===== src/rtl/cgs_pkg.sv =====
package cgs_pkg;

    typedef enum logic {
        GATE_OFF = 1'b0,
        GATE_ON  = 1'b1
    } gate_dir_e;

    localparam int GRANT_IDX_W = 8;

    typedef struct packed {
        logic                   valid;
        gate_dir_e              dir;
        logic [GRANT_IDX_W-1:0] idx;
    } grant_t;

    function automatic int unsigned clamp_len(input int unsigned raw, input int unsigned max_len);
        if (raw == 0)
            return 1;
        else if (raw > max_len)
            return max_len;
        else
            return raw;
    endfunction

endpackage


===== src/rtl/cgs_window.sv =====
module cgs_window #(
    parameter int WGT_W   = 3,
    parameter int WIN_MAX = 8,
    parameter int LEN_W   = $clog2(WIN_MAX + 1),
    parameter int SUM_W   = WGT_W + $clog2(WIN_MAX) + 1
) (
    input  logic             clk,
    input  logic             rst,
    input  logic [LEN_W-1:0] cfg_len,
    input  logic [WGT_W-1:0] push_w,
    output logic [SUM_W-1:0] win_sum
);
    import cgs_pkg::*;

    logic [LEN_W-1:0] len_q;
    logic [WGT_W-1:0] hist_q [WIN_MAX];

    always_ff @(posedge clk) begin
        if (rst)
            len_q <= LEN_W'(clamp_len(int'(cfg_len), WIN_MAX));
    end

    // history: slot 0 holds the grant of the most recent edge
    generate
        for (genvar k = 0; k < WIN_MAX; k++) begin : g_hist
            always_ff @(posedge clk) begin
                if (rst)
                    hist_q[k] <= '0;
                else if (k == 0)
                    hist_q[k] <= push_w;
                else
                    hist_q[k] <= hist_q[(k == 0) ? 0 : k-1];
            end
        end
    endgenerate

    always_comb begin
        win_sum = '0;
        for (int k = 0; k < WIN_MAX; k++) begin
            if (LEN_W'(k) < len_q)
                win_sum = win_sum + SUM_W'(hist_q[k]);
        end
    end

    // captured length always inside 1..WIN_MAX
    assert_len_range_R9: assert property (@(posedge clk) disable iff (rst)
        (len_q != '0) && (len_q <= LEN_W'(WIN_MAX)));

endmodule


===== src/rtl/cgs_arbiter.sv =====
module cgs_arbiter #(
    parameter int N_MOD = 4,
    parameter int WGT_W = 3,
    parameter int SUM_W = 7
) (
    input  logic [N_MOD-1:0]       req_on,
    input  logic [N_MOD-1:0]       req_off,
    input  logic [N_MOD*WGT_W-1:0] weights,
    input  logic [SUM_W-1:0]       win_sum,
    input  logic [SUM_W-1:0]       thresh,
    output cgs_pkg::grant_t        gnt,
    output logic [WGT_W-1:0]       gnt_w
);
    import cgs_pkg::*;

    localparam int IDX_W = (N_MOD > 1) ? $clog2(N_MOD) : 1;

    logic [N_MOD-1:0] cand;
    logic [IDX_W-1:0] pick;
    logic [WGT_W-1:0] pick_w;
    logic             fits;
    logic             on_any;

    always_comb begin
        on_any = |req_on;
        cand   = on_any ? req_on : req_off;
        pick   = '0;
        for (int i = N_MOD - 1; i >= 0; i--) begin
            if (cand[i])
                pick = IDX_W'(i);
        end
        pick_w = weights[pick*WGT_W +: WGT_W];
        fits   = ({1'b0, win_sum} + (SUM_W+1)'(pick_w)) <= {1'b0, thresh};

        gnt.valid = (|cand) && fits;
        gnt.dir   = on_any ? GATE_ON : GATE_OFF;
        gnt.idx   = GRANT_IDX_W'(pick);
        gnt_w     = gnt.valid ? pick_w : '0;
    end

endmodule


===== src/rtl/cgs_slot.sv =====
module cgs_slot (
    input  logic clk,
    input  logic rst,
    input  logic wake,
    input  logic idle_req,
    input  logic grant_on,
    input  logic grant_off,
    output logic en,
    output logic req_on,
    output logic req_off
);
    logic en_q;
    logic pend_on_q;
    logic pend_off_q;

    always_comb begin
        req_on  = (pend_on_q | wake) & ~en_q;
        req_off = (pend_off_q | idle_req) & en_q & ~wake;
    end

    always_ff @(posedge clk) begin
        if (rst) begin
            en_q       <= 1'b1;
            pend_on_q  <= 1'b0;
            pend_off_q <= 1'b0;
        end else begin
            if (grant_on)
                en_q <= 1'b1;
            else if (grant_off)
                en_q <= 1'b0;
            pend_on_q  <= req_on & ~grant_on;
            pend_off_q <= req_off & ~grant_off;
        end
    end

    assign en = en_q;

    // a module never turns off in the cycle after it was accessed
    assert_no_off_on_access_R6: assert property (@(posedge clk) disable iff (rst)
        $fell(en_q) |-> !$past(wake));

    // a module only turns on after an access or a retained request
    assert_on_has_cause_R5: assert property (@(posedge clk) disable iff (rst)
        $rose(en_q) |-> $past(wake || pend_on_q));

endmodule


===== src/rtl/curstep_gate_sched.sv =====
module curstep_gate_sched #(
    parameter int               N_MOD    = 4,
    parameter int               WGT_W    = 3,
    parameter int               WIN_MAX  = 8,
    parameter logic [N_MOD-1:0] ALU_MASK = 4'b1100,
    parameter int               LEN_W    = $clog2(WIN_MAX + 1),
    parameter int               SUM_W    = WGT_W + $clog2(WIN_MAX) + 1
) (
    input  logic                   clk,
    input  logic                   rst,
    input  logic [LEN_W-1:0]       cfg_win_len,
    input  logic [SUM_W-1:0]       cfg_thresh,
    input  logic [N_MOD*WGT_W-1:0] mod_weight,
    input  logic [N_MOD-1:0]       decay_idle,
    input  logic [N_MOD-1:0]       mod_access,
    input  logic                   alu_predecode,
    output logic [N_MOD-1:0]       gate_en,
    output logic [N_MOD-1:0]       mod_ready
);
    import cgs_pkg::*;

    logic [SUM_W-1:0] thr_q;
    logic [SUM_W-1:0] win_sum;
    logic [WGT_W-1:0] gnt_w;
    grant_t           gnt;
    logic [N_MOD-1:0] wake_vec;
    logic [N_MOD-1:0] req_on;
    logic [N_MOD-1:0] req_off;
    logic [N_MOD-1:0] gon_vec;
    logic [N_MOD-1:0] goff_vec;

    always_ff @(posedge clk) begin
        if (rst)
            thr_q <= cfg_thresh;
    end

    assign wake_vec = mod_access | ({N_MOD{alu_predecode}} & ALU_MASK);

    cgs_window #(
        .WGT_W  (WGT_W),
        .WIN_MAX(WIN_MAX),
        .LEN_W  (LEN_W),
        .SUM_W  (SUM_W)
    ) u_window (
        .clk    (clk),
        .rst    (rst),
        .cfg_len(cfg_win_len),
        .push_w (gnt_w),
        .win_sum(win_sum)
    );

    cgs_arbiter #(
        .N_MOD(N_MOD),
        .WGT_W(WGT_W),
        .SUM_W(SUM_W)
    ) u_arb (
        .req_on (req_on),
        .req_off(req_off),
        .weights(mod_weight),
        .win_sum(win_sum),
        .thresh (thr_q),
        .gnt    (gnt),
        .gnt_w  (gnt_w)
    );

    generate
        for (genvar i = 0; i < N_MOD; i++) begin : g_slot
            assign gon_vec[i]  = gnt.valid && (gnt.dir == GATE_ON)  && (gnt.idx == GRANT_IDX_W'(i));
            assign goff_vec[i] = gnt.valid && (gnt.dir == GATE_OFF) && (gnt.idx == GRANT_IDX_W'(i));

            cgs_slot u_slot (
                .clk      (clk),
                .rst      (rst),
                .wake     (wake_vec[i]),
                .idle_req (decay_idle[i]),
                .grant_on (gon_vec[i]),
                .grant_off(goff_vec[i]),
                .en       (gate_en[i]),
                .req_on   (req_on[i]),
                .req_off  (req_off[i])
            );
        end
    endgenerate

    assign mod_ready = gate_en;

    // everything enabled right after reset
    assert_reset_all_on_R1: assert property (@(posedge clk)
        rst |=> (&gate_en));

    // at most one enable changes per edge
    assert_one_step_R4: assert property (@(posedge clk) disable iff (rst)
        $countones(gate_en ^ $past(gate_en)) <= 1);

    // the windowed total never exceeds the threshold
    assert_budget_R2: assert property (@(posedge clk) disable iff (rst)
        win_sum <= thr_q);

    // a gate-off is never granted while a gate-on is requested
    assert_on_first_R4: assert property (@(posedge clk) disable iff (rst)
        (|req_on) |=> ($countones(~gate_en & $past(gate_en)) == 0));

endmodule


===== config.mk =====
export PLATFORM = sky130hd
export DESIGN_NAME = curstep_gate_sched
export DESIGN_NICKNAME = d
export VERILOG_FILES = /design/src/rtl/cgs_pkg.sv /design/src/rtl/cgs_window.sv /design/src/rtl/cgs_arbiter.sv /design/src/rtl/cgs_slot.sv /design/src/rtl/curstep_gate_sched.sv
export SDC_FILE = /design/constraint.sdc
export NUM_CORES = 1
export LEC_CHECK = 0
export BUFFER_PORTS_ARGS = -buffer_cell sky130_fd_sc_hd__buf_2
export CAP_MARGIN = 5
export CORE_UTILIZATION = 60
export CTS_BUF_LIST = sky130_fd_sc_hd__clkbuf_4
export CTS_CLUSTER_DIAMETER = 30
export DETAILED_ROUTE_END_ITERATION = 6
export PLACE_DENSITY = 0.82
export SLEW_MARGIN = 40
export SYNTH_ARGS = -nofsm -noshare
export SYNTH_HDL_FRONTEND = slang
export SYNTH_SLANG_ARGS = --single-unit
export TNS_END_PERCENT = 30

===== constraint.sdc =====
create_clock -name clk -period 9.9 [get_ports clk]
set_clock_uncertainty 0.1 [all_clocks]
set_input_delay 0.495 -clock clk [delete_from_list [all_inputs] [get_ports clk]]
set_output_delay 0.495 -clock clk [all_outputs]
set_load 0.01 [all_outputs]

Yosys cells after proc, flatten, opt, wreduce, memory -nomap -nowiden:

Memories as Yosys holds them, arrays and structs flattened.
Index checks and enable logic that the tools add are counted.

* muxes and demuxes: 27
* shifts and indexed selects: 1
* reductions and logical operators: 20
* $lt $le $gt $ge: 10
* divide/modulo/power cells: 0
* $mul: 1
* $add $sub $neg: 8
* equality and inequality tests: 3
* bitwise gates (word level): 54

Operators by type and width (number)
* $mux W7: 7
* $add A7 B3 Y7: 6
* $mux W3: 10
* $and A1 B1 Y1: 20
* $not A1 Y1: 17
* $lt A3 B4 Y1 const A: 4
* $or A1 B1 Y1: 16
* $shiftx A12 B5 Y3: 1
* $logic_and A1 B1 Y1: 11
* $reduce_or A2 Y1: 5
* $add A7 B3 Y8: 1
* $le A8 B7 Y1: 1
* $logic_not A8 Y1: 1
* $lt A1 B4 Y1 const A: 2
* $lt A2 B4 Y1 const A: 2
* $mux W2: 4
* $mux W4: 2
* $reduce_or A4 Y1: 2
* $add A3 B3 Y4: 1
* $eq A2 B2 Y1 const B: 2
* $gt A4 B4 Y1 const B: 1
* $logic_not A4 Y1: 1
* $mul A2 B2 Y4 const B: 1
* $mux W1: 4
* other kinds (2): 2

* latch bits: 0
* input bits: 34
* register bits: 23
* output and inout port bits: 8
* memories kept: 1
* bits in read-only memories: 0
* word-level logic and storage cells: 140
* RAM bits: 24

Memories
* u_window.hist_q: depth 8, bits a word 3, rd ports 8, clocked after Yosys merged registers in 0, wr ports 8, line cgs_window.sv:16 `logic [WGT_W-1:0] hist_q [WIN_MAX];`

Logic depth before layout (Yosys ltp):

Gate-level depths: netlist of run 1.

* word-level depth: 23
* mapped depth: 42
* mapped depth without buffers: 41

Hierarchy:

From an unflattened synthesis of run 1, not the netlist that was laid out.

* cells, all modules: 406
* area, all modules: 3682.3 µm²

By module, submodules not included
* cgs_window: instances 1, area each 2193.4 µm², cells an instance 239, sequential area each 600.6 µm²
* cgs_arbiter: instances 1, area each 619.3 µm², cells an instance 86, sequential area each 0.0 µm²
* cgs_slot: instances 4, area each 130.1 µm², cells an instance 13, sequential area each 60.1 µm²
* curstep_gate_sched: instances 1, area each 349.1 µm², cells an instance 29, sequential area each 210.2 µm²

Worst setup path after synthesis of run 1:

No wires, ideal clock.

* path type: flip-flop to flip-flop
* start point: reg u_window.len_q[0]
* end point: reg g_slot[3].u_slot.en_q
* required time: 9.678 ns
* library setup time: 0.122 ns
* stages on the path, launching flop included: 40
* setup slack: 0.722 ns
* period minus slack after synthesis: 9.178 ns
* arrival time: 8.956 ns
* buffers on the path: 1
* cell sequence: edfxtp_1 buf_6 or4_4 and2_1 ha_1 ha_1 nand2_1 nand2_1 inv_1 fa_1 mux2i_1 a21o_1 inv_1 fa_1 mux2i_1 inv_1 fa_1 o21ai_0 (+4 left out) inv_1 fa_1 nand2_1 o21ai_0 fa_1 inv_1 ha_1 nor2b_1 o21a_1 o21a_1 o21a_1 o21ai_0 nand2b_1 a21oi_1 a2bb2oi_1 o41a_1 nand2_1 a221o_1

* cells in the longest elaborated chain, start to end: 22
* elaborated cells between the ends (all ways): 31
* those cells by class: 8 x add/sub; 9 x order compare; 8 x mux; 6 x reduce/logical

Ends and longest elaborated chain
* from (decl): line cgs_window.sv:15 `logic [LEN_W-1:0] len_q;`
* from (signal assigned): line cgs_window.sv:20 `len_q <= LEN_W'(clamp_len(int'(cfg_len), WIN_MAX));`
* $lt A1 B4 Y1: line cgs_window.sv:40 `if (LEN_W'(k) < len_q)`
* $mux W3: line cgs_window.sv:40
* $add A3 B3 Y4: line cgs_window.sv:41 `win_sum = win_sum + SUM_W'(hist_q[k]);`
* $mux W7: line cgs_window.sv:40
* $add A7 B3 Y7: line cgs_window.sv:41
* $mux W7: line cgs_window.sv:40
* $add A7 B3 Y7: line cgs_window.sv:41
* $mux W7: line cgs_window.sv:40
* (+5 left out)
* $mux W7: line cgs_window.sv:40
* $add A7 B3 Y7: line cgs_window.sv:41
* $mux W7 *: line cgs_window.sv:40
* $add A7 B3 Y8 *: line cgs_arbiter.sv:33 `fits = ({1'b0, win_sum} + (SUM_W+1)'(pick_w)) <= {1'b0, thresh};`
* $le A8 B7 Y1 *: line cgs_arbiter.sv:33
* $logic_and A1 B1 Y1 *: line cgs_arbiter.sv:35 `gnt.valid = (|cand) && fits;`
* $logic_and A1 B1 Y1 (2 in series): line curstep_gate_sched.sv:68 `assign gon_vec[i] = gnt.valid && (gnt.dir == GATE_ON) && (gnt.idx == GRANT_IDX_W'(i));`
* $reduce_or A2 Y1 (no line)
* to (signal assigned): line cgs_slot.sv:23 `en_q <= 1'b1;`
* to (signal assigned): line cgs_slot.sv:28 `en_q <= 1'b1;`
* to (signal assigned): line cgs_slot.sv:30 `en_q <= 1'b0;`
* to (decl): line cgs_slot.sv:12 `logic en_q;`

Mark *: on every way between the ends. The rest lies on a longest branch, timed or not.
A chain may end at the register's enable or synchronous reset.

Worst setup path after layout of run 1:

* start point: reg u_window.len_q[3]
* end point: reg g_slot[3].u_slot.en_q

Same word-level chain as after synthesis.

==> flow_results.xml, run 1 <==
<?xml version="1.0" encoding="UTF-8"?>
<metrics>
  <group name="power">
    <metric name="power.clock.fraction" unit="">0.118</metric>
    <metric name="power.switching_fraction" unit="">0.434</metric>
    <metric name="power_density" unit="nW/um2">216</metric>
    <metric name="net-switching-power" unit="mW">0.372</metric>
    <metric name="comb_power_share" unit="">0.603</metric>
    <metric name="cell_internal_pwr" unit="mW">0.485</metric>
    <metric name="worst_ir_drop_vdd" unit="uV">157</metric>
    <metric name="final_total_power" unit="mW">0.857</metric>
    <metric name="total_leakage_power" unit="nW">1.73</metric>
    <metric name="power_frac_seq" unit="">0.279</metric>
  </group>
  <group name="route">
    <metric name="route.detailed.vias_per_inst" unit="">5.83</metric>
    <metric name="drtIter0Drc" unit="">128</metric>
    <metric name="drt_pre_antenna_iters" unit="">5</metric>
    <metric name="remaining_drc_errors" unit="">0</metric>
    <metric name="vias" unit="">2970</metric>
    <metric name="antenna_violating_nets_post_route" unit="">0</metric>
    <metric name="post_drt_wl_per_cell" unit="um">14.6</metric>
    <metric name="routed_wl" unit="mm">7.42</metric>
  </group>
  <group name="synth">
    <metric name="synth_common_cells" unit="">sky130_fd_sc_hd__dfxtp_1 (36), sky130_fd_sc_hd__nor2_1 (32), sky130_fd_sc_hd__ha_1 (31), sky130_fd_sc_hd__inv_1 (30), sky130_fd_sc_hd__nor2b_1 (29)</metric>
    <metric name="yosysWarnings" unit="">0</metric>
    <metric name="synth_largest_area_cell" unit="">sky130_fd_sc_hd__dfxtp_1</metric>
    <metric name="ys_seq_elements" unit="">47</metric>
    <metric name="ys.flop_type" unit="">sky130_fd_sc_hd__dfxtp_1</metric>
    <metric name="synth-edff-count" unit="">11</metric>
    <metric name="mappedNetlistArea" unit="um2">3600</metric>
    <metric name="netlist_top_cells_area" unit="">sky130_fd_sc_hd__dfxtp_1 (20%), sky130_fd_sc_hd__ha_1 (11%), sky130_fd_sc_hd__edfxtp_1 (9.2%)</metric>
    <metric name="ys_async_sr_fraction" unit="">0</metric>
    <metric name="syn-num-nets" unit="">472</metric>
    <metric name="syn-instance-count" unit="">400</metric>
    <metric name="post-synth-top-count-cell" unit="">sky130_fd_sc_hd__dfxtp_1</metric>
    <metric name="netlist.area_leader.share" unit="">0.200</metric>
    <metric name="synth_area_per_cell" unit="um2">9.01</metric>
    <metric name="synth.lib_cells_used.distinct" unit="">64</metric>
    <metric name="fraction_of_the_yosys_area_taken_by_sequential_cells" unit="">0.292</metric>
  </group>
  <group name="setup_path">
    <metric name="crit-reg2reg-launch" unit="">u_window.len_q[3]$_SDFFCE_PP0P_</metric>
    <metric name="crit_arrival" unit="ps">9610</metric>
    <metric name="reg2reg_to" unit="">g_slot[3].u_slot.en$_SDFFE_PP1P_</metric>
    <metric name="setup.worst_path.start" unit="">u_window.len_q[3]$_SDFFCE_PP0P_</metric>
    <metric name="timing.reg2reg.setup_slack" unit="ps">470</metric>
    <metric name="endpoint_kind" unit="">flip-flop</metric>
    <metric name="timing.critical_path.fanout_max" unit="">8</metric>
    <metric name="cpMaxStageDelayCell" unit="">sky130_fd_sc_hd__or4_4</metric>
    <metric name="criticalPathCategory" unit="">flip-flop to flip-flop</metric>
    <metric name="crit_required" unit="ps">10080</metric>
    <metric name="crit_path_start_kind" unit="">flip-flop</metric>
    <metric name="critPathMostFrequentCell" unit="">sky130_fd_sc_hd__fa_1</metric>
    <metric name="critPathCapture" unit="">g_slot[3].u_slot.en$_SDFFE_PP1P_</metric>
    <metric name="rr_worst_depth" unit="">38</metric>
    <metric name="slowest_delay" unit="ps">560</metric>
  </group>
  <group name="floorplanning">
    <metric name="ioPinCount" unit="">42</metric>
    <metric name="start_util" unit="">0.639</metric>
    <metric name="design.core.area" unit="um2">5640</metric>
    <metric name="floorplan.die.width" unit="um">79.5</metric>
    <metric name="dieHeight" unit="um">79.5</metric>
    <metric name="design.die.area" unit="um2">6320</metric>
    <metric name="num_rows" unit="">27</metric>
  </group>
  <group name="final_layout">
    <metric name="final_util" unit="">0.704</metric>
    <metric name="stdcell_count" unit="">509</metric>
    <metric name="antenna_cells" unit="">0</metric>
    <metric name="layout.nets" unit="">508</metric>
    <metric name="post_route_cells_drive_above_1_share" unit="">0.227</metric>
    <metric name="synthToLayoutAreaGrowth" unit="%">10.2</metric>
  </group>
  <group name="clocking">
    <metric name="clk_path_buf_depth" unit="">2</metric>
    <metric name="cts-hold-fix-buffers" unit="">0</metric>
    <metric name="later_pin_clock_latency_in_the_skew_report" unit="ps">370</metric>
    <metric name="htree_num_levels" unit="">2</metric>
    <metric name="cts_tree" unit="">yes</metric>
    <metric name="clock_tree.root_cell" unit="">sky130_fd_sc_hd__clkbuf_4</metric>
    <metric name="numCtsBuffers" unit="">5</metric>
    <metric name="cts_sinks" unit="">47</metric>
    <metric name="clkTransAtPathRegs" unit="ps">160</metric>
  </group>
  <group name="timing">
    <metric name="timing.fmax" unit="GHz">0.106</metric>
    <metric name="timing.hold.ws" unit="ps">175</metric>
    <metric name="final_critical_path_setup_slack" unit="ps">470</metric>
    <metric name="finalSetupViolations" unit="">0</metric>
    <metric name="tightestPinTransition" unit="ps">695</metric>
    <metric name="final_max_slew_viol_count" unit="">0</metric>
    <metric name="period_share" unit="">0.953</metric>
    <metric name="slew_headroom" unit="">0.537</metric>
    <metric name="finalHoldViolations" unit="">0</metric>
    <metric name="fin_crit" unit="ps">9430</metric>
  </group>
  <group name="placed_design">
    <metric name="globalplace.congestion" unit="">0.886</metric>
    <metric name="dp_slack" unit="ps">84.2</metric>
    <metric name="place.port_buffers" unit="">41</metric>
    <metric name="post-dp-hpwl" unit="mm">5.68</metric>
    <metric name="post-place-cells" unit="">499</metric>
  </group>
  <group name="global_routing">
    <metric name="grt_max_degree" unit="">45</metric>
    <metric name="grt_pass1_wl" unit="mm">12.6</metric>
    <metric name="grt_antenna_before_repair" unit="">0</metric>
    <metric name="via_count_of_the_first_global_routing_pass" unit="">2906</metric>
    <metric name="track_usage" unit="">0.252</metric>
    <metric name="grt_overflow" unit="">0</metric>
  </group>
  <group name="worst_hold_path">
    <metric name="hp-class" unit="">input pin to flip-flop</metric>
  </group>
  <group name="run_status">
    <metric name="status" unit="">completed</metric>
  </group>
  <group name="job">
    <metric name="cap_viol_max_count" unit="">0</metric>
  </group>
</metrics>
==> power groups by stage <==
stage	sequential [mW]	combinational, mW	clock, mW
finish	0.239	0.517	0.101
global placement	0.243	0.459	0
CTS	0.239	0.486	0.106
floorplan	0.236	0.392	0
global route	0.242	0.580	0.112
detailed placement	0.243	0.480	0
==> final cells by class <==
type                       instances  area (um2)
inverter                          30         113
clock inverter                     3        26.3
clock buffer                       5        37.5
sequential                        47        1050
tap                               72        90.1
fill                             458        1670
multi-input combinational        305        2400
timing repair buffer              47         253
==> how the worst min path moves through the flow <==
stage,startpoint,endpoint,slack (ps),cells past startpoint
after floorplan,u_window.hist_q[0][2]$_SDFF_PP0_,u_window.hist_q[0][5]$_SDFF_PP0_,330,1
after global placement,u_window.hist_q[1][0]$_SDFF_PP0_,u_window.hist_q[1][3]$_SDFF_PP0_,360,1
after detailed placement,u_window.hist_q[0][6]$_SDFF_PP0_,u_window.hist_q[0][9]$_SDFF_PP0_,360,1
after CTS,cfg_thresh[6],thr_q[6]$_DFFE_PP_,170,1
after global routing,cfg_thresh[4],thr_q[4]$_DFFE_PP_,160,1
final,cfg_thresh[6],thr_q[6]$_DFFE_PP_,170,1
==> what timing repair did <==
action,in CTS,in global routing
resized for setup,0,21
setup buffers,0,2
endpoints found under the setup margin,0,15
==> state kept, by name, summed over array words and instances (netlist names) <==
register                  flops
g_slot.u_slot.pend_off_q      4
g_slot.u_slot.pend_on_q       4
thr_q                         7
u_window.len_q                4
g_slot.u_slot.en              4
u_window.hist_q              24
==> critical path, delay by kind of cell (launching register included) <==
| kind | cells | cell delay [ps] |
|---|---|---|
| adder cells (fa/ha/maj) | 10 | 4150 |
| AO/OA/AOI/OAI | 12 | 2120 |
| AND/OR/NAND/NOR | 7 | 1220 |
| multiplexers | 4 | 990 |
| flip-flops | 1 | 430 |
| buffers and inverters | 5 | 340 |
==> logic make-up (layout without fill, tap and decap cells) <==
group / Yosys count / in the layout / share of synthesized area
multiplexers: 13 / 13 / 0.0392
AND/OR/NAND/NOR: 130 / 130 / 0.185
flip-flops: 47 / 47 / 0.292
XOR/XNOR: 22 / 22 / 0.0659
AO/OA/AOI/OAI: 101 / 101 / 0.205
adder cells (fa/ha/maj): 39 / 39 / 0.150
buffers and inverters: 48 / 85 / 0.0632
==> layer usage <==
metal  GRT usage  share of wire
met1       0.309           0.45
met2       0.440           0.49
met3      0.0469          0.048
met4      0.0800          0.013
met5           0              0
==> through the flow <==
stage	setup TNS, ps	cell area, um2
3_5_place_dp	0	3810
4_1_cts	0	3880
3_3_place_gp	0	3810
2_1_floorplan	0	3600
5_1_grt	-19.8	3970
6_report	0	3970
==> layout by cell type, fill, tap and decap left out, drive strengths merged, types with 11 or more instances in the layout <==
master / synthesis / routed
ha: 31 / 31
nor2: 34 / 34
inv: 30 / 33
o21ai: 16 / 16
buf: 12 / 47
edfxtp: 11 / 11
nor2b: 29 / 29
nand2: 27 / 27
xnor2: 16 / 16
dfxtp: 36 / 36
a21oi: 27 / 27
Power figures use the tool's default switching activity.
==> run 2: changes to the inputs <==
Settings changed: ABC_AREA set to 1.
==> flow_results.xml, run 2 <==
<?xml version="1.0" encoding="UTF-8"?>
<metrics>
  <group name="run_status">
    <metric name="status" unit="">completed</metric>
  </group>
  <group name="synth">
    <metric name="synth-edff-count" unit="">11</metric>
    <metric name="syn-num-nets" unit="">589</metric>
    <metric name="yosysWarnings" unit="">0</metric>
    <metric name="synth_area_per_cell" unit="um2">6.97</metric>
    <metric name="netlist.area_leader.share" unit="">0.200</metric>
    <metric name="synth_largest_area_cell" unit="">sky130_fd_sc_hd__dfxtp_1</metric>
    <metric name="ys_seq_elements" unit="">47</metric>
    <metric name="synth.lib_cells_used.distinct" unit="">37</metric>
    <metric name="netlist_top_cells_area" unit="">sky130_fd_sc_hd__dfxtp_1 (20%), sky130_fd_sc_hd__inv_1 (13%), sky130_fd_sc_hd__ha_1 (11%)</metric>
    <metric name="ys_async_sr_fraction" unit="">0</metric>
    <metric name="syn-instance-count" unit="">517</metric>
    <metric name="post-synth-top-count-cell" unit="">sky130_fd_sc_hd__inv_1</metric>
    <metric name="ys.flop_type" unit="">sky130_fd_sc_hd__dfxtp_1</metric>
    <metric name="synth_common_cells" unit="">sky130_fd_sc_hd__inv_1 (122), sky130_fd_sc_hd__nand2_1 (83), sky130_fd_sc_hd__nor2_1 (70), sky130_fd_sc_hd__dfxtp_1 (36), sky130_fd_sc_hd__ha_1 (31)</metric>
    <metric name="mappedNetlistArea" unit="um2">3600</metric>
    <metric name="fraction_of_the_yosys_area_taken_by_sequential_cells" unit="">0.292</metric>
  </group>
  <group name="route">
    <metric name="drtIter0Drc" unit="">146</metric>
    <metric name="drt_pre_antenna_iters" unit="">4</metric>
    <metric name="remaining_drc_errors" unit="">0</metric>
    <metric name="vias" unit="">3262</metric>
    <metric name="routed_wl" unit="mm">7.32</metric>
    <metric name="post_drt_wl_per_cell" unit="um">11.7</metric>
    <metric name="route.detailed.vias_per_inst" unit="">5.20</metric>
    <metric name="antenna_violating_nets_post_route" unit="">0</metric>
  </group>
  <group name="setup_path">
    <metric name="path_buf_inv" unit="">8</metric>
    <metric name="endpoint_kind" unit="">flip-flop</metric>
    <metric name="crit_required" unit="ps">10070</metric>
    <metric name="timing.critical_path.max_delay_family" unit="">adder cells</metric>
    <metric name="crit_path_start_kind" unit="">flip-flop</metric>
    <metric name="criticalPathCategory" unit="">flip-flop to flip-flop</metric>
    <metric name="cpMaxStageDelayCell" unit="">sky130_fd_sc_hd__edfxtp_1</metric>
    <metric name="slowest_delay" unit="ps">480</metric>
    <metric name="timing.critical_path.fanout_max" unit="">9</metric>
    <metric name="crit_arrival" unit="ps">9260</metric>
  </group>
  <group name="clocking">
    <metric name="later_pin_clock_latency_in_the_skew_report" unit="ps">370</metric>
    <metric name="numCtsBuffers" unit="">5</metric>
    <metric name="htree_num_levels" unit="">2</metric>
    <metric name="cts-hold-fix-buffers" unit="">0</metric>
    <metric name="clock_tree.root_cell" unit="">sky130_fd_sc_hd__clkbuf_4</metric>
    <metric name="cts_sinks" unit="">47</metric>
    <metric name="clkTransAtPathRegs" unit="ps">140</metric>
    <metric name="cts_tree" unit="">yes</metric>
    <metric name="cts_resized" unit="">0</metric>
    <metric name="clk_path_buf_depth" unit="">2</metric>
    <metric name="post-cts-setup-buffer-count" unit="">0</metric>
  </group>
  <group name="floorplanning">
    <metric name="design.die.area" unit="um2">6320</metric>
    <metric name="start_util" unit="">0.639</metric>
    <metric name="num_rows" unit="">27</metric>
    <metric name="dieHeight" unit="um">79.5</metric>
    <metric name="ioPinCount" unit="">42</metric>
    <metric name="design.core.area" unit="um2">5640</metric>
    <metric name="floorplan.die.width" unit="um">79.5</metric>
  </group>
  <group name="timing">
    <metric name="fin_crit" unit="ps">9080</metric>
    <metric name="finalHoldViolations" unit="">0</metric>
    <metric name="setup_repair_after_global_routing_missed_its_margin" unit="">false</metric>
    <metric name="finalSetupViolations" unit="">0</metric>
    <metric name="tightestPinTransition" unit="ps">686</metric>
    <metric name="final_max_slew_viol_count" unit="">0</metric>
    <metric name="period_share" unit="">0.917</metric>
    <metric name="timing.fmax" unit="GHz">0.110</metric>
    <metric name="slew_headroom" unit="">0.543</metric>
    <metric name="fin_tns_setup" unit="ps">0</metric>
  </group>
  <group name="placed_design">
    <metric name="post-dp-hpwl" unit="mm">5.94</metric>
    <metric name="place.port_buffers" unit="">41</metric>
    <metric name="globalplace.congestion" unit="">0.904</metric>
    <metric name="post-place-cells" unit="">619</metric>
  </group>
  <group name="final_layout">
    <metric name="largest_registers" unit="">u_window.hist_q x24, thr_q x7</metric>
    <metric name="fillers" unit="">481</metric>
    <metric name="largest_register_ff_count" unit="">24</metric>
    <metric name="layout.cells.most_common_list" unit="">sky130_fd_sc_hd__inv_1 (122), sky130_fd_sc_hd__nand2_1 (83), sky130_fd_sc_hd__nor2_1 (70)</metric>
    <metric name="post_route_cells_drive_above_1_share" unit="">0.157</metric>
    <metric name="max_flop_register" unit="">u_window.hist_q</metric>
    <metric name="stdcell_count" unit="">627</metric>
    <metric name="synthToLayoutAreaGrowth" unit="%">8.61</metric>
    <metric name="final_common_cell" unit="">sky130_fd_sc_hd__inv_1</metric>
    <metric name="antenna_cells" unit="">0</metric>
    <metric name="layout.nets" unit="">626</metric>
    <metric name="final_util" unit="">0.694</metric>
  </group>
  <group name="power">
    <metric name="total_leakage_power" unit="nW">2.11</metric>
    <metric name="worst_ir_drop_vdd" unit="uV">125</metric>
    <metric name="power_density" unit="nW/um2">198</metric>
  </group>
  <group name="worst_hold_path">
    <metric name="hp-class" unit="">input pin to flip-flop</metric>
  </group>
  <group name="global_routing">
    <metric name="grt_max_degree" unit="">34</metric>
    <metric name="via_count_of_the_first_global_routing_pass" unit="">3017</metric>
    <metric name="grt_overflow" unit="">0</metric>
    <metric name="grt_antenna_before_repair" unit="">0</metric>
    <metric name="grt_pass1_wl" unit="mm">12.6</metric>
    <metric name="track_usage" unit="">0.253</metric>
  </group>
  <group name="job">
    <metric name="cap_viol_max_count" unit="">0</metric>
  </group>
</metrics>
run 2: cell types whose count changed in the layout (fill, tap and decap cells not counted), moves of 8 or more:
cell,delta
sky130_fd_sc_hd__inv_1,+92
sky130_fd_sc_hd__nand3_1,+17
sky130_fd_sc_hd__nor2_1,+39
sky130_fd_sc_hd__nand4_1,+9
sky130_fd_sc_hd__a21o_1,-8
sky130_fd_sc_hd__nand2_1,+57
sky130_fd_sc_hd__nand2_2,+15
sky130_fd_sc_hd__nor2b_1,-28
run 2: logic make-up (layout without fill, tap and decap cells):
logic type	after synthesis	after routing	share of synthesized area
buf+inv	139	177	0.153
fa+ha+maj	38	38	0.147
simple gates	220	220	0.280
compound gates	65	65	0.109
xor+xnor	8	8	0.0195
flops	47	47	0.292
run 2: power by group:
part	leakage [nW]	internal, mW	switching, mW
clock network	0.0463	0.0591	0.0618
registers	0.399	0.219	0.0150
logic	1.67	0.157	0.264
run 2: final timing paths:
kind	slack, ps	depth (start not counted)	startpoint	end
worst max-delay path	820	41	u_window.len_q[3]$_SDFFCE_PP0P_	g_slot[1].u_slot.pend_off_q$_SDFF_PP0_
worst min-delay path	180	1	cfg_thresh[4]	thr_q[4]$_DFFE_PP_
worst max register to register	820	41	u_window.len_q[3]$_SDFFCE_PP0P_	g_slot[1].u_slot.pend_off_q$_SDFF_PP0_
worst min register to register	330	2	u_window.hist_q[1][8]$_SDFF_PP0_	u_window.hist_q[1][11]$_SDFF_PP0_
run 2: layer usage:
metal	up-vias	wire [um]	track usage
met5	-	0	0
li1	1683	-	-
met2	80	3590	0.450
met1	1490	3360	0.315
met3	9	284	0.0343
met4	0	87	0.0709
run 2: layout make-up:
class | count | area [um2] | share of cell area
multi-input cells | 331 | 2000 | 0.512
flip-flops and latches | 47 | 1050 | 0.269
inverters | 128 | 480 | 0.123
repair buffers | 41 | 205 | 0.0524
well taps | 72 | 90.1 | 0.0230
clock buffers | 7 | 52.6 | 0.0134
clock inverters | 1 | 30.0 | 0.00768
run 2: worst reg2reg max path, delay by kind of cell (launching register included):
| kind | cells | cell delay [ps] |
|---|---|---|
| AND/OR/NAND/NOR | 14 | 2200 |
| AO/OA/AOI/OAI | 8 | 1370 |
| adder cells (fa/ha/maj) | 10 | 4000 |
| XOR/XNOR | 1 | 140 |
| flip-flops | 1 | 480 |
| buffers and inverters | 8 | 680 |
run 2: stage by stage:
step           setup WS (ps)  hold slack, ps  power [mW]  instance area (um2)
5_1_grt                 79.8             165       0.844                 3910
6_report                 818             185       0.775                 3910
3_3_place_gp            1080             314       0.625                 3830
4_1_cts                  689             168       0.775                 3910
2_1_floorplan           1500             307       0.560                 3600
3_5_place_dp             697             319       0.653                 3830
==> run 3: changes to the inputs <==
Settings changed: CORE_UTILIZATION 60 to 55, PLACE_DENSITY 0.82 to 0.79.
Clock period 9.9 ns to 7.8 ns, I/O delays scaled along.
==> flow_results.xml, run 3 (synthesis gave the netlist of run 2 again) <==
<?xml version="1.0" encoding="UTF-8"?>
<metrics>
  <group name="setup_path">
    <metric name="criticalPathCategory" unit="">flip-flop to flip-flop</metric>
    <metric name="rr_worst_depth" unit="">42</metric>
    <metric name="crit-reg2reg-launch" unit="">u_window.len_q[3]$_SDFFCE_PP0P_</metric>
    <metric name="endpoint_kind" unit="">flip-flop</metric>
    <metric name="timing.critical_path.fanout_max" unit="">5</metric>
    <metric name="reg2reg_to" unit="">g_slot[1].u_slot.en$_SDFFE_PP1P_</metric>
    <metric name="timing.reg2reg.setup_slack" unit="ps">-630</metric>
    <metric name="crit_path_start_kind" unit="">flip-flop</metric>
    <metric name="slowest_delay" unit="ps">560</metric>
    <metric name="critPathMostFrequentCell" unit="">sky130_fd_sc_hd__inv_2</metric>
    <metric name="crit_arrival" unit="ps">8610</metric>
    <metric name="crit_required" unit="ps">7980</metric>
    <metric name="cpMaxStageDelayCell" unit="">sky130_fd_sc_hd__fa_2</metric>
  </group>
  <group name="route">
    <metric name="remaining_drc_errors" unit="">0</metric>
    <metric name="routed_wl" unit="mm">8.91</metric>
    <metric name="antenna_violating_nets_post_route" unit="">0</metric>
    <metric name="drtIter0Drc" unit="">170</metric>
    <metric name="route.detailed.vias_per_inst" unit="">5.26</metric>
    <metric name="drt_pre_antenna_iters" unit="">4</metric>
    <metric name="vias" unit="">3604</metric>
    <metric name="post_drt_wl_per_cell" unit="um">13.0</metric>
  </group>
  <group name="timing">
    <metric name="setup_repair_after_global_routing_missed_its_margin" unit="">true</metric>
    <metric name="final_critical_path_setup_slack" unit="ps">-626</metric>
    <metric name="final_max_slew_viol_count" unit="">0</metric>
    <metric name="finalHoldViolations" unit="">0</metric>
    <metric name="fin_crit" unit="ps">8430</metric>
    <metric name="finalSetupViolations" unit="">15</metric>
    <metric name="tightestPinTransition" unit="ps">704</metric>
    <metric name="period_share" unit="">1.08</metric>
    <metric name="slew_headroom" unit="">0.531</metric>
    <metric name="timing.fmax" unit="GHz">0.119</metric>
    <metric name="fin_tns_setup" unit="ps">-8450</metric>
  </group>
  <group name="worst_hold_path">
    <metric name="worstHoldEndpoint" unit="">thr_q[3]$_DFFE_PP_</metric>
    <metric name="hp-class" unit="">input pin to flip-flop</metric>
    <metric name="holdCritStartpoint" unit="">cfg_thresh[3]</metric>
    <metric name="instance_count_along_the_most_critical_hold_path" unit="">1</metric>
  </group>
  <group name="final_layout">
    <metric name="largest_registers" unit="">u_window.hist_q x24, thr_q x7</metric>
    <metric name="antenna_cells" unit="">0</metric>
    <metric name="largest_register_ff_count" unit="">24</metric>
    <metric name="final_common_cell" unit="">sky130_fd_sc_hd__inv_1</metric>
    <metric name="synthToLayoutAreaGrowth" unit="%">25.3</metric>
    <metric name="layout.nets" unit="">679</metric>
    <metric name="post_route_cells_drive_above_1_share" unit="">0.298</metric>
    <metric name="layout.cells.most_common_list" unit="">sky130_fd_sc_hd__inv_1 (109), sky130_fd_sc_hd__nand2_1 (80), sky130_fd_sc_hd__nor2_1 (65)</metric>
    <metric name="fillers" unit="">485</metric>
    <metric name="max_flop_register" unit="">u_window.hist_q</metric>
  </group>
  <group name="floorplanning">
    <metric name="num_rows" unit="">29</metric>
    <metric name="ioPinCount" unit="">42</metric>
    <metric name="design.die.area" unit="um2">6880</metric>
    <metric name="design.core.area" unit="um2">6350</metric>
    <metric name="dieHeight" unit="um">82.9</metric>
    <metric name="floorplan.die.width" unit="um">82.9</metric>
    <metric name="start_util" unit="">0.567</metric>
  </group>
  <group name="placed_design">
    <metric name="place.port_buffers" unit="">41</metric>
    <metric name="globalplace.congestion" unit="">0.866</metric>
    <metric name="post-dp-hpwl" unit="mm">6.35</metric>
  </group>
  <group name="clocking">
    <metric name="clk_path_buf_depth" unit="">2</metric>
    <metric name="cts_tree" unit="">yes</metric>
    <metric name="numCtsBuffers" unit="">5</metric>
    <metric name="later_pin_clock_latency_in_the_skew_report" unit="ps">360</metric>
    <metric name="cts_sinks" unit="">47</metric>
    <metric name="clkTransAtPathRegs" unit="ps">140</metric>
    <metric name="clock_tree.root_cell" unit="">sky130_fd_sc_hd__clkbuf_4</metric>
    <metric name="htree_num_levels" unit="">2</metric>
  </group>
  <group name="global_routing">
    <metric name="grt_pass1_wl" unit="mm">14.4</metric>
    <metric name="grt_overflow" unit="">0</metric>
    <metric name="via_count_of_the_first_global_routing_pass" unit="">3410</metric>
    <metric name="grt_antenna_before_repair" unit="">0</metric>
    <metric name="track_usage" unit="">0.252</metric>
    <metric name="grt_max_degree" unit="">34</metric>
  </group>
  <group name="job">
    <metric name="cap_viol_max_count" unit="">0</metric>
  </group>
  <group name="run_status">
    <metric name="status" unit="">finished with violations</metric>
    <metric name="violations_in_the_final_reports" unit="">negative setup slack</metric>
  </group>
  <group name="power">
    <metric name="total_leakage_power" unit="nW">2.37</metric>
    <metric name="final_total_power" unit="mW">1.23</metric>
    <metric name="worst_ir_drop_vdd" unit="uV">195</metric>
    <metric name="power_density" unit="nW/um2">273</metric>
  </group>
</metrics>
-- run 3: changes by cell type in the layout (fill, tap and decap cells not counted), sizes merged --
cell | before | now
buf | 41 | 93
bufinv | 1 | 0
clkbuf | 7 | 6
clkinv | 2 | 4
clkinvlp | 0 | 1
-- run 3: critical path: cells and delay by family (launching register included) --
family          cells  cell delay, ps
simple gates       10            1240
flops               1             480
compound gates     12            1660
fa+ha+maj          10            4130
buf+inv            10             690
-- run 3: power breakdown --
group	internal (mW)	switching [mW]
sequential	0.278	0.0208
combinational	0.371	0.445
clock	0.0384	0.0801
-- run 3: how the worst max path moves through the flow --
stage	from	to	slack, ps	cells after the start
2_1_floorplan	u_window.len_q[3]$_SDFFCE_PP0P_	g_slot[1].u_slot.en$_SDFFE_PP1P_	-60	46
3_3_place_gp	u_window.len_q[0]$_SDFFCE_PP1P_	g_slot[3].u_slot.en$_SDFFE_PP1P_	-210	46
3_5_place_dp	u_window.len_q[2]$_SDFFCE_PP0P_	g_slot[1].u_slot.en$_SDFFE_PP1P_	-540	46
4_1_cts	u_window.len_q[2]$_SDFFCE_PP0P_	g_slot[1].u_slot.pend_off_q$_SDFF_PP0_	-230	41
5_1_grt	u_window.len_q[3]$_SDFFCE_PP0P_	g_slot[0].u_slot.en$_SDFFE_PP1P_	-1010	46
6_report	u_window.len_q[3]$_SDFFCE_PP0P_	g_slot[1].u_slot.en$_SDFFE_PP1P_	-630	42
-- run 3: what timing repair did --
item,CTS,global route
hold buffers,0,0
buffers inserted,10,6
gates cloned,1,0
resized for setup,18,30
pin swaps,5,31
setup endpoints to repair,15,15
-- run 3: through the flow --
step                      hold WS (ps)  cells   util  setup WS, ps  area (um2)
final                             87.3    685  0.711          -626        4510
after global routing              57.6    685  0.711         -1010        4510
after CTS                         81.2    679  0.685          -233        4350
after detailed placement           325    660  0.651          -536        4140
after global placement             316    660  0.651          -210        4140
after floorplan                    307    517      -         -63.4        3640
-- run 3: final cells by class --
cell class / count / area (um2) / share of cell area
Inverter: 128 / 484 / 0.107
Sequential cell: 47 / 1050 / 0.233
Timing Repair Buffer: 93 / 596 / 0.132
Clock buffer: 6 / 45.0 / 0.00998
Tap cell: 77 / 96.3 / 0.0214
Timing Repair inverter: 1 / 3.75 / 0.000832
Multi-Input combinational cell: 331 / 2220 / 0.493
Clock inverter: 2 / 12.5 / 0.00277
-- run 3: metal layers --
metal | vias up | share of wire | track usage
met5 | - | 0 | 0
met4 | 0 | 0.022 | 0.0799
met3 | 21 | 0.034 | 0.0298
met2 | 107 | 0.51 | 0.461
met1 | 1677 | 0.43 | 0.308
li1 | 1799 | - | -
